**src/rtl/ivt_pkg.sv**
```systemverilog
package ivt_pkg;
  // register byte addresses
  localparam logic [7:0] A_CTRL   = 8'h00;
  localparam logic [7:0] A_MODE   = 8'h04;
  localparam logic [7:0] A_PER_LO = 8'h08;
  localparam logic [7:0] A_PER_HI = 8'h0C;
  localparam logic [7:0] A_IEN    = 8'h10;
  localparam logic [7:0] A_STAT   = 8'h1C;
  localparam logic [7:0] A_CNT_LO = 8'h20;
  localparam logic [7:0] A_CNT_HI = 8'h24;
  // bit positions
  localparam int unsigned B_START  = 0;
  localparam int unsigned B_SWRST  = 8;
  localparam int unsigned B_CONT   = 0;
  localparam int unsigned B_ALT    = 3;
  localparam int unsigned B_PSC_LO = 8;
  typedef enum logic {SRC_CLK = 1'b0, SRC_ALT = 1'b1} src_e;
endpackage

```
**src/rtl/ivt_tick_gen.sv**
```systemverilog
module ivt_tick_gen #(
  parameter int unsigned PSC_W  = 4,
  parameter int unsigned SYNC_N = 2
) (
  input  logic             clk,
  input  logic             rst,
  input  logic             clr,
  input  logic             run,
  input  logic             alt_tick_i,
  input  ivt_pkg::src_e    src,
  input  logic [PSC_W-1:0] psc_val,
  output logic             adv
);
  logic [SYNC_N-1:0] sync_q;
  logic              last_q;
  logic [PSC_W-1:0]  phase_q;
  logic              alt_edge, src_tick, wrap;

  always_ff @(posedge clk) begin
    if (rst) begin
      sync_q <= '0;
      last_q <= 1'b0;
    end else begin
      sync_q <= {sync_q[SYNC_N-2:0], alt_tick_i};
      last_q <= sync_q[SYNC_N-1];
    end
  end

  assign alt_edge = sync_q[SYNC_N-1] & ~last_q;
  assign src_tick = (src == ivt_pkg::SRC_ALT) ? alt_edge : 1'b1;
  assign wrap     = (phase_q >= psc_val);
  assign adv      = run & src_tick & wrap;

  always_ff @(posedge clk) begin
    if (rst || clr)
      phase_q <= '0;
    else if (run && src_tick)
      phase_q <= wrap ? '0 : phase_q + 1'b1;
  end
endmodule

```
**src/rtl/ivt_counter.sv**
```systemverilog
module ivt_counter #(
  parameter int unsigned CW = 64
) (
  input  logic          clk,
  input  logic          rst,
  input  logic          clr,
  input  logic          start,
  input  logic          adv,
  input  logic          cont,
  input  logic [CW-1:0] period,
  output logic [CW-1:0] cnt,
  output logic          running,
  output logic          evt
);
  logic [CW-1:0] cnt_q;
  logic          run_q, at_end;

  assign at_end  = (cnt_q == period);
  assign evt     = run_q & adv & at_end & ~start & ~clr;
  assign cnt     = cnt_q;
  assign running = run_q;

  always_ff @(posedge clk) begin
    if (rst || clr) begin
      cnt_q <= '0;
      run_q <= 1'b0;
    end else if (start) begin
      cnt_q <= '0;
      run_q <= 1'b1;
    end else if (run_q && adv) begin
      if (at_end) begin
        if (cont) cnt_q <= '0;
        run_q <= cont;
      end else begin
        cnt_q <= cnt_q + 1'b1;
      end
    end
  end
endmodule

```
**src/rtl/ivtimer64.sv**
```systemverilog
module ivtimer64 #(
  parameter int unsigned DW     = 32,
  parameter int unsigned ADDR_W = 6,
  parameter int unsigned PSC_W  = 4,
  parameter int unsigned SYNC_N = 2
) (
  input  logic              clk,
  input  logic              rst,
  input  logic              alt_tick_i,
  input  logic              req_valid,
  input  logic              req_write,
  input  logic [ADDR_W-1:0] req_addr,
  input  logic [DW-1:0]     req_wdata,
  output logic              rsp_valid,
  output logic [DW-1:0]     rsp_rdata,
  output logic              irq_o
);
  import ivt_pkg::*;
  localparam int unsigned CW = 2 * DW;

  logic             cont_q;
  src_e             src_q;
  logic [PSC_W-1:0] psc_q;
  logic [CW-1:0]    per_q;
  logic [DW-1:0]    per_hi_stage_q, snap_hi_q, rd_mux;
  logic             ien_q, flag_q;
  logic             wr, rd, swrst, start, adv_w, run_w, evt_w;
  logic [CW-1:0]    cnt_w;

  function automatic logic hit(input logic [ADDR_W-1:0] a, input logic [7:0] r);
    return a == ADDR_W'(r);
  endfunction

  assign wr    = req_valid & req_write;
  assign rd    = req_valid & ~req_write;
  assign swrst = wr & hit(req_addr, A_CTRL) & req_wdata[B_SWRST];
  assign start = wr & hit(req_addr, A_CTRL) & req_wdata[B_START] & ~swrst;

  ivt_tick_gen #(.PSC_W(PSC_W), .SYNC_N(SYNC_N)) u_tick (
    .clk(clk), .rst(rst), .clr(swrst | start), .run(run_w),
    .alt_tick_i(alt_tick_i), .src(src_q), .psc_val(psc_q), .adv(adv_w)
  );

  ivt_counter #(.CW(CW)) u_cnt (
    .clk(clk), .rst(rst), .clr(swrst), .start(start), .adv(adv_w),
    .cont(cont_q), .period(per_q), .cnt(cnt_w), .running(run_w), .evt(evt_w)
  );

  // configuration registers
  always_ff @(posedge clk) begin
    if (rst) begin
      cont_q         <= 1'b0;
      src_q          <= SRC_CLK;
      psc_q          <= '0;
      per_q          <= '0;
      per_hi_stage_q <= '0;
      ien_q          <= 1'b0;
    end else if (wr) begin
      if (hit(req_addr, A_MODE)) begin
        cont_q <= req_wdata[B_CONT];
        src_q  <= src_e'(req_wdata[B_ALT]);
        psc_q  <= req_wdata[B_PSC_LO +: PSC_W];
      end
      if (hit(req_addr, A_PER_HI)) per_hi_stage_q <= req_wdata;
      if (hit(req_addr, A_PER_LO)) per_q <= {per_hi_stage_q, req_wdata};
      if (hit(req_addr, A_IEN))    ien_q <= req_wdata[0];
    end
  end

  // status flag: a same-cycle event wins over the clearing read
  always_ff @(posedge clk) begin
    if (rst || swrst)                       flag_q <= 1'b0;
    else if (evt_w)                         flag_q <= 1'b1;
    else if (rd && hit(req_addr, A_STAT))   flag_q <= 1'b0;
  end

  always_comb begin
    rd_mux = '0;
    if (hit(req_addr, A_MODE)) begin
      rd_mux[B_CONT]              = cont_q;
      rd_mux[B_ALT]               = (src_q == SRC_ALT);
      rd_mux[B_PSC_LO +: PSC_W]   = psc_q;
    end else if (hit(req_addr, A_PER_LO)) rd_mux = per_q[DW-1:0];
    else if (hit(req_addr, A_PER_HI))     rd_mux = per_q[CW-1:DW];
    else if (hit(req_addr, A_IEN))        rd_mux[0] = ien_q;
    else if (hit(req_addr, A_STAT))       rd_mux[0] = flag_q;
    else if (hit(req_addr, A_CNT_LO))     rd_mux = cnt_w[DW-1:0];
    else if (hit(req_addr, A_CNT_HI))     rd_mux = snap_hi_q;
  end

  always_ff @(posedge clk) begin
    if (rst) begin
      rsp_valid <= 1'b0;
      rsp_rdata <= '0;
      snap_hi_q <= '0;
    end else begin
      rsp_valid <= rd;
      if (rd) rsp_rdata <= rd_mux;
      if (rd && hit(req_addr, A_CNT_LO)) snap_hi_q <= cnt_w[CW-1:DW];
    end
  end

  assign irq_o = flag_q & ien_q;
endmodule

```
**config.mk**
```make
export PLATFORM = sky130hd
export DESIGN_NAME = ivtimer64
export DESIGN_NICKNAME = d
export VERILOG_FILES = /design/src/rtl/ivt_pkg.sv /design/src/rtl/ivt_tick_gen.sv /design/src/rtl/ivt_counter.sv /design/src/rtl/ivtimer64.sv
export SDC_FILE = /design/constraint.sdc
export NUM_CORES = 1
export LEC_CHECK = 0
export ABC_CLOCK_PERIOD_IN_PS = 2600
export BUFFER_PORTS_ARGS = -buffer_cell sky130_fd_sc_hd__buf_2
export CORE_MARGIN = 5
export CORE_UTILIZATION = 55
export DETAILED_ROUTE_END_ITERATION = 8
export GPL_TIMING_DRIVEN = 0
export PLACE_DENSITY = 0.76
export SETUP_SLACK_MARGIN = 0.05
export SLEW_MARGIN = 20
export SYNTH_ARGS = -nofsm -noshare
export SYNTH_HDL_FRONTEND = slang
export SYNTH_HIERARCHICAL = 1
export SYNTH_SLANG_ARGS = --single-unit
```
**constraint.sdc**
```tcl
create_clock -name clk -period 2.6 [get_ports clk]
set_clock_uncertainty 0.1 [all_clocks]
set_input_delay 0.13 -clock clk [delete_from_list [all_inputs] [get_ports clk]]
set_output_delay 0.13 -clock clk [all_outputs]
set_load 0.02 [all_outputs]
```
* Word level (Yosys, flattened, before mapping)
Cells that the tools add are included.
** Cells by class
- Shift-type cells :: 0
- Bitwise operators :: 19
- Muxes and demuxes :: 23
- Equal/unequal tests :: 9
- $lt $le $gt $ge :: 1
- Multiply operators :: 0
- Add/sub/neg operators :: 2
- Reductions and logical operators :: 17
- Div/mod/pow operators :: 0
** Operators with widths (number)
- 32-bit 2-to-1 mux :: 4
- 64-bit 2-to-1 mux :: 2
- 64-bit by 1-bit adder with 64-bit output (second input constant) :: 1
- 64-bit == test :: 1
- 31-bit 2-to-1 mux :: 2
- 20-bit 2-to-1 mux :: 1
- 1-bit AND :: 14
- 6-bit by 4-bit == test with 1-bit output (second input constant) :: 2
- 6-bit by 5-bit == test with 1-bit output (second input constant) :: 2
- 6-bit == test (second input constant) :: 2
- 4-bit 2-to-1 mux :: 3
- 2-bit AND reduction :: 6
- 1-bit 2-to-1 mux :: 10
- 6-bit by 3-bit == test with 1-bit output (second input constant) :: 1
- 6-bit logical NOT :: 1
- 2-bit nonzero test :: 3
- 4-bit by 1-bit adder with 4-bit output (second input constant) :: 1
- 4-bit greater-or-equal comparator :: 1
- 1-bit logical AND :: 4
- 1-bit NOT :: 4
- 1-bit logical OR :: 2
- 2-bit 2-to-1 mux :: 1
- 2-bit != test (second input constant) :: 1
- 2-bit OR reduction :: 1
- 1-bit OR :: 1
** Word-level totals
- Register bits after elaboration :: 241
- Bits in latches :: 0
- Memories :: 0
- Bits in read-only memories :: 0
- Word-level logic and storage cells :: 86
- Bits in writable memories :: 0

* Longest topological paths before layout
- Word-level depth :: 10
- Gate-level depth with buffers :: 11
- Mapped depth without buffers :: 10

* Cells and area by module
The synthesis kept the hierarchy.
** Modules (own cells, without submodules)
- ivtimer64 :: times used 1, area an instance 6946.7 um2, cells an instance 849
- ivt_counter :: times used 1, area an instance 4793.3 um2, cells an instance 619
- ivt_tick_gen :: times used 1, area an instance 422.9 um2, cells an instance 47

* Least setup slack after synthesis
OpenSTA, ideal clock, no wires.
- Path kind :: register -> register
- From :: reg u_tick.phase_q[0]
- To :: reg u_cnt.cnt_q[11] (netlist: u_cnt/cnt[11])
- Arrival :: 2.452 ns
- Data required time :: 2.356 ns
- Slack :: -0.096 ns
- Period minus slack after synthesis :: 2.696 ns
- Library setup time :: 0.144 ns
- Cell stages (with the launch flop) :: 11
- Cells stage by stage :: dfxtp_1 -> inv_1 -> ha_1 -> nand2b_4 -> a2111oi_4 -> nor3_1 -> and2_1 -> clkbuf_1 -> nand3_1 -> clkbuf_1 -> o221ai_1
** Between the ends
- Longest elaborated chain between the ends :: 4
** Ends and longest elaborated chain
- start, declared :: line ivt_tick_gen.sv:16 : logic [PSC_W-1:0] phase_q;
- start signal, assigned :: line ivt_tick_gen.sv:38 : phase_q <= wrap ? '0 : phase_q + 1'b1;
- 4-bit greater-or-equal comparator :: line ivt_tick_gen.sv:31 : assign wrap = (phase_q >= psc_val);
- 1-bit AND :: line ivt_tick_gen.sv:32 : assign adv = run & src_tick & wrap;
- via adv_w :: line ivtimer64.sv:27 : logic wr, rd, swrst, start, adv_w, run_w, evt_w;
- 1-bit logical AND :: line ivt_counter.sv:30 : end else if (run_q && adv) begin
- 2-bit AND reduction (no line)
- end signal, assigned :: line ivt_counter.sv:35 : cnt_q <= cnt_q + 1'b1;
- end, declared :: line ivt_counter.sv:15 : logic [CW-1:0] cnt_q;
The timed path passes the listed nets, and every way through them passes these cells.
A chain may end at the register's enable or synchronous reset.

* Final worst setup path
- From :: reg u_cnt.cnt_q[32] (netlist: u_cnt/cnt[32])
- To :: reg u_cnt.cnt_q[62] (netlist: u_cnt/cnt[62])
** Between the ends
- Longest elaborated chain between the ends :: 3
- Elaborated cells between the ends (all ways) :: 5
- Those cells by class :: add/sub (1); eq/ne (2); mux (1); reduce/logical (1)
** Ends and longest elaborated chain
- parallel branches: the longest is 3 deep, another holds 64-bit by 1-bit adder with 64-bit output
Several ways; the timed one is not identified.

==> results.md <==
| Stage | Item | Value |
|---|---|---|
| finish | Final standard cell area without fillers | 15000 um^2 |
| placement | Worst slack after detailed placement | -1014 ps |
| placement | HPWL after detailed placement | 33540 um |
| clock tree | Number of buffers on the longest clock path | 3 |
| sta | RSZ-0062 raised after global routing | yes |
| global route | Number of global-route vias before repair | 12076 |
| floorplanning | Die height | 158.7 um |
| critical path | Nature of the critical path endpoint | flip-flop |
| power | Sw Share | 28.24% |
| sta | Peak Freq | 395.4 MHz |
| global route | Congestion Overflow GR | 0 |
| floorplanning | Boundary Pins | 77 |
| clock tree | CTS H-tree depth | 1 |
| sta | Final setup vio count | 0 |
| power | Total leakage power | 5.165 nW |
| clock tree | Clock root buffer | sky130_fd_sc_hd__clkbuf_16 |
| logic synthesis | Number of enable flip-flop cells after synthesis | 0 |
| logic synthesis | Leading cell types by total area after synthesis | sky130_fd_sc_hd__dfxtp_1 (40%), sky130_fd_sc_hd__nand2_1 (9.5%), sky130_fd_sc_hd__a21oi_1 (5.6%) |
| logic synthesis | FFs w/ async S/R, synth | 0% |
| logic synthesis | Number of distinct library cells after synthesis | 61 |
| logic synthesis | Flip-flop and latch count after synthesis | 241 |
| outcome | Outcome | complete, but fails checks |
| floorplanning | Starting density of the core | 55.73% |
| placement | Total instance count after detailed placement | 1870 |
| floorplanning | Row count | 54 |
| hold path | Type of the worst min-delay path | input port to flip-flop |
| critical path | Longest individual stage delay on the worst path | 550 ps |
| power | Max IR drop VDD | 539.1 uV |
| finish | Signed area change from the synthesized netlist to the final layout | 23.33% |
| power | Sequential power share | 46.9% |
| placement | IO Port Bufs | 75 |
| logic synthesis | Ys flop type | sky130_fd_sc_hd__dfxtp_1 |
| critical path | Sequence of cells on the critical path | nand3_2, or2_4, or3_4, or4_4, nand2b_4, o221ai_2 |
| finish | Final net count | 1746 |
| global route | Antenna violations before repair | 0 |
| finish | Ratio of cells with drive above 1 in the final layout | 17.86% |
| floorplanning | Placeable core region | 21820 um^2 |
| logic synthesis | Post-Syn Nets | 1564 |
| clock tree | Clock slew seen by the registers of the worst setup and hold paths | 60 ps |
| logic synthesis | Commonest cells in the synthesized netlist | sky130_fd_sc_hd__nand2_1 (308), sky130_fd_sc_hd__dfxtp_1 (241), sky130_fd_sc_hd__a21oi_1 (135) |
| detailed routing | Number of remaining DRC errors | 1 |
| flow run | Max capacitance violation total | 0 |
| clock tree | Number of buffers added by the clock tree synthesis step | 26 |
| floorplanning | Chip width | 158.7 um |
| global route | Total routing resource utilization after global routing | 34.11% |
| detailed routing | Count of routing violations after the opening detailed-route iteration | 1503 |
| logic synthesis | Avg Inst Size Synth | 8.028 um^2 |
| detailed routing | Antenna viol nets, final | 0 |
| critical path | Worst-path maximum fanout | 6 |
| logic synthesis | Sequential element share of the synthesized area | 39.67% |
| global route | Maximum number of pins on one net before global-route repair | 15 |
| critical path | Worst path buffer plus inverter count | 0 |
| outcome | Violations in the final reports | DRC |
| sta | Final slew viol count | 0 |
| power | Sw Pwr | 2.531 mW |
| finish | Count of non-filler cells in the finished layout | 1993 |
| sta | PnR worst setup slack | 70.76 ps |
| critical path | Cell type group with the largest total delay on the critical path | simple AND/OR/NAND/NOR gates |
| power | Relative contribution of combinational cells to total power | 12.2% |
| sta | Portion of the clock cycle consumed by the worst path in the final layout | 97.28% |
| clock tree | Worst-Skew Late Latency | 550 ps |
| logic synthesis | Top-area cell type share of the netlist area | 39.67% |
| finish | # diodes | 0 |
| placement | Total cell area at the placement stage | 12900 um^2 |
| critical path | Cell with the largest stage delay on the worst path | sky130_fd_sc_hd__dfxtp_1 |
| critical path | CP arrival | 2900 ps |
| power | Internal power | 6.431 mW |
| floorplanning | Die Area | 25190 um^2 |
| clock tree | Number of sinks on the clock net | 241 |
| critical path | Critical Path Source Type | flip-flop |
| logic synthesis | Mapped Cells | 1515 |
| detailed routing | Detailed-route via count | 12747 |
| power | Clock network fraction of design power | 40.9% |
| detailed routing | Routed WL per cell | 23.19 um |
| detailed routing | Total wire length after detailed routing | 46220 um |
| detailed routing | Length of the first detailed-routing pass in iterations | 8 |
| logic synthesis | Yosys Warn Count | 6 |
| placement | Placer Congestion | 0.9953 |
| logic synthesis | Leading cell type by number of instances after synthesis | sky130_fd_sc_hd__nand2_1 |
| power | Total chip power | 8.962 mW |
| sta | Worst relative slew slack | 47.43% |
| critical path | Setup CP Type | flip-flop to flip-flop |
| logic synthesis | Cell area after synthesis | 12160 um^2 |
| sta | Final Hold Vio Count | 0 |
| logic synthesis | Post-synthesis cell type with the largest combined area | sky130_fd_sc_hd__dfxtp_1 |
| clock tree | CTS tree | done |
| global route | First-pass GRT wire length | 69080 um |
| sta | Time the final worst path needs with I/O delays and setup | 2529 ps |
| detailed routing | Detailed-route vias per instance | 6.396 |
| critical path | Req. time, crit path | 2970 ps |
| power | Ratio of total power to cell area | 597.5 nW/um^2 |
| sta | Worst slew pin tran | 783.3 ps |
[worst paths after layout]
kind,start,end,slack [ps],cells after the start
hold reg to reg,per_hi_stage_q[13]$_SDFFE_PP0P_,per_q[45]$_SDFFE_PP0P_,350,2
setup reg to reg,u_cnt/cnt[32]$_SDFFE_PP0P_,u_cnt/cnt[62]$_SDFFE_PP0P_,70,6
hold / removal,req_write,per_hi_stage_q[31]$_SDFFE_PP0P_,30,5
setup / recovery,u_cnt/cnt[32]$_SDFFE_PP0P_,u_cnt/cnt[62]$_SDFFE_PP0P_,70,6
[placed cells by master, fill, tap and decap left out, drive strengths merged, types with 5 or more instances in the layout]
| cell | count |
|---|---|
| o22ai | 29 |
| or3 | 18 |
| or4 | 19 |
| a221o | 5 |
| and3 | 9 |
| nor4 | 19 |
| buf | 148 |
| a22o | 24 |
| o21ai | 19 |
| nor2b | 38 |
| o2111ai | 11 |
| inv | 59 |
| a21oi | 135 |
| dlygate4sd3 | 47 |
| nand2 | 308 |
| xnor2 | 64 |
| o221ai | 39 |
| clkbuf | 104 |
| nor3 | 34 |
| mux2i | 45 |
| nand4 | 75 |
| dfxtp | 241 |
| a31oi | 11 |
| ha | 6 |
| nand2b | 22 |
| o21a | 25 |
| o22a | 8 |
| and2 | 10 |
| and4 | 6 |
| o211ai | 15 |
| nand3 | 42 |
| nor2 | 42 |
[power groups by stage]
stage / combinational, mW / sequential (mW) / clock, mW
after CTS: 1.02 / 4.16 / 3.69
after detailed placement: 0.897 / 4.23 / 0
after global routing: 1.15 / 4.21 / 3.83
after floorplan: 0.623 / 4.09 / 0
final: 1.10 / 4.20 / 3.66
after global placement: 0.880 / 4.23 / 0
[routing by layer]
layer,vias to the layer above,wire length [um],part of all wire [%],global-route usage [%]
li1,5778,-,-,-
met1,5977,18130,39,44.13
met2,779,20720,45,55.14
met3,213,4478,9.7,5.936
met4,0,2887,6.2,16.74
met5,-,0,0,0
[per-stage QoR]
| step | util [%] | TNS (ps) | hold WS (ps) |
|---|---|---|---|
| final | 68.74 | 0 | 26.19 |
| after global routing | 68.74 | 0 | 52.75 |
| after CTS | 66.96 | 0 | 0.4465 |
| after detailed placement | 59.10 | -45410 | 277.9 |
| after global placement | 59.10 | -42100 | 239.0 |
| after floorplan | - | 0 | 101.6 |
[sequential cells by signal (all words and copies together), names as in the netlist, 2 cells and up]
register,count
snap_hi_q,32
u_tick/phase_q,4
psc_q,4
u_cnt/cnt,64
u_tick/sync_q,2
per_q,64
rsp_rdata,32
per_hi_stage_q,32
[worst min-delay path, delay by kind of cell]
kind / cells / cell delay, ps
compound gates: 1 / 50
buf+inv: 1 / 120
simple gates: 3 / 330
[area by class of cell]
class                   instances  area (um^2)
fillers                      1778         6823
multi-input cells            1107         6995
flip-flops and latches        241         4876
repair buffers                157         1109
clock buffers                  37        752.0
well taps                     280        350.3
inverters                      59        221.5
plain buffers                 105        606.8
clock inverters                 7        90.09
[repair_timing]
action | in CTS | in global routing
pin swaps | 11 | 20
cloned | 1 | 0
setup buffers | 11 | 23
hold buffers | 47 | 0
endpoints found under the hold margin | 81 | 0
resized for setup | 92 | 75
setup endpoints to repair | 66 | 68
[cell families (layout without fill, tap and decap cells)]
group,Yosys count,in the layout,share of synthesized area [%]
simple gates,654,654,27.10
fa+ha+maj,6,6,0.6172
mux,47,47,3.888
xor+xnor,64,64,4.609
flops,241,241,39.67
compound gates,336,336,18.50
buf+inv,167,365,5.627
Power figures use the tool's default switching activity.
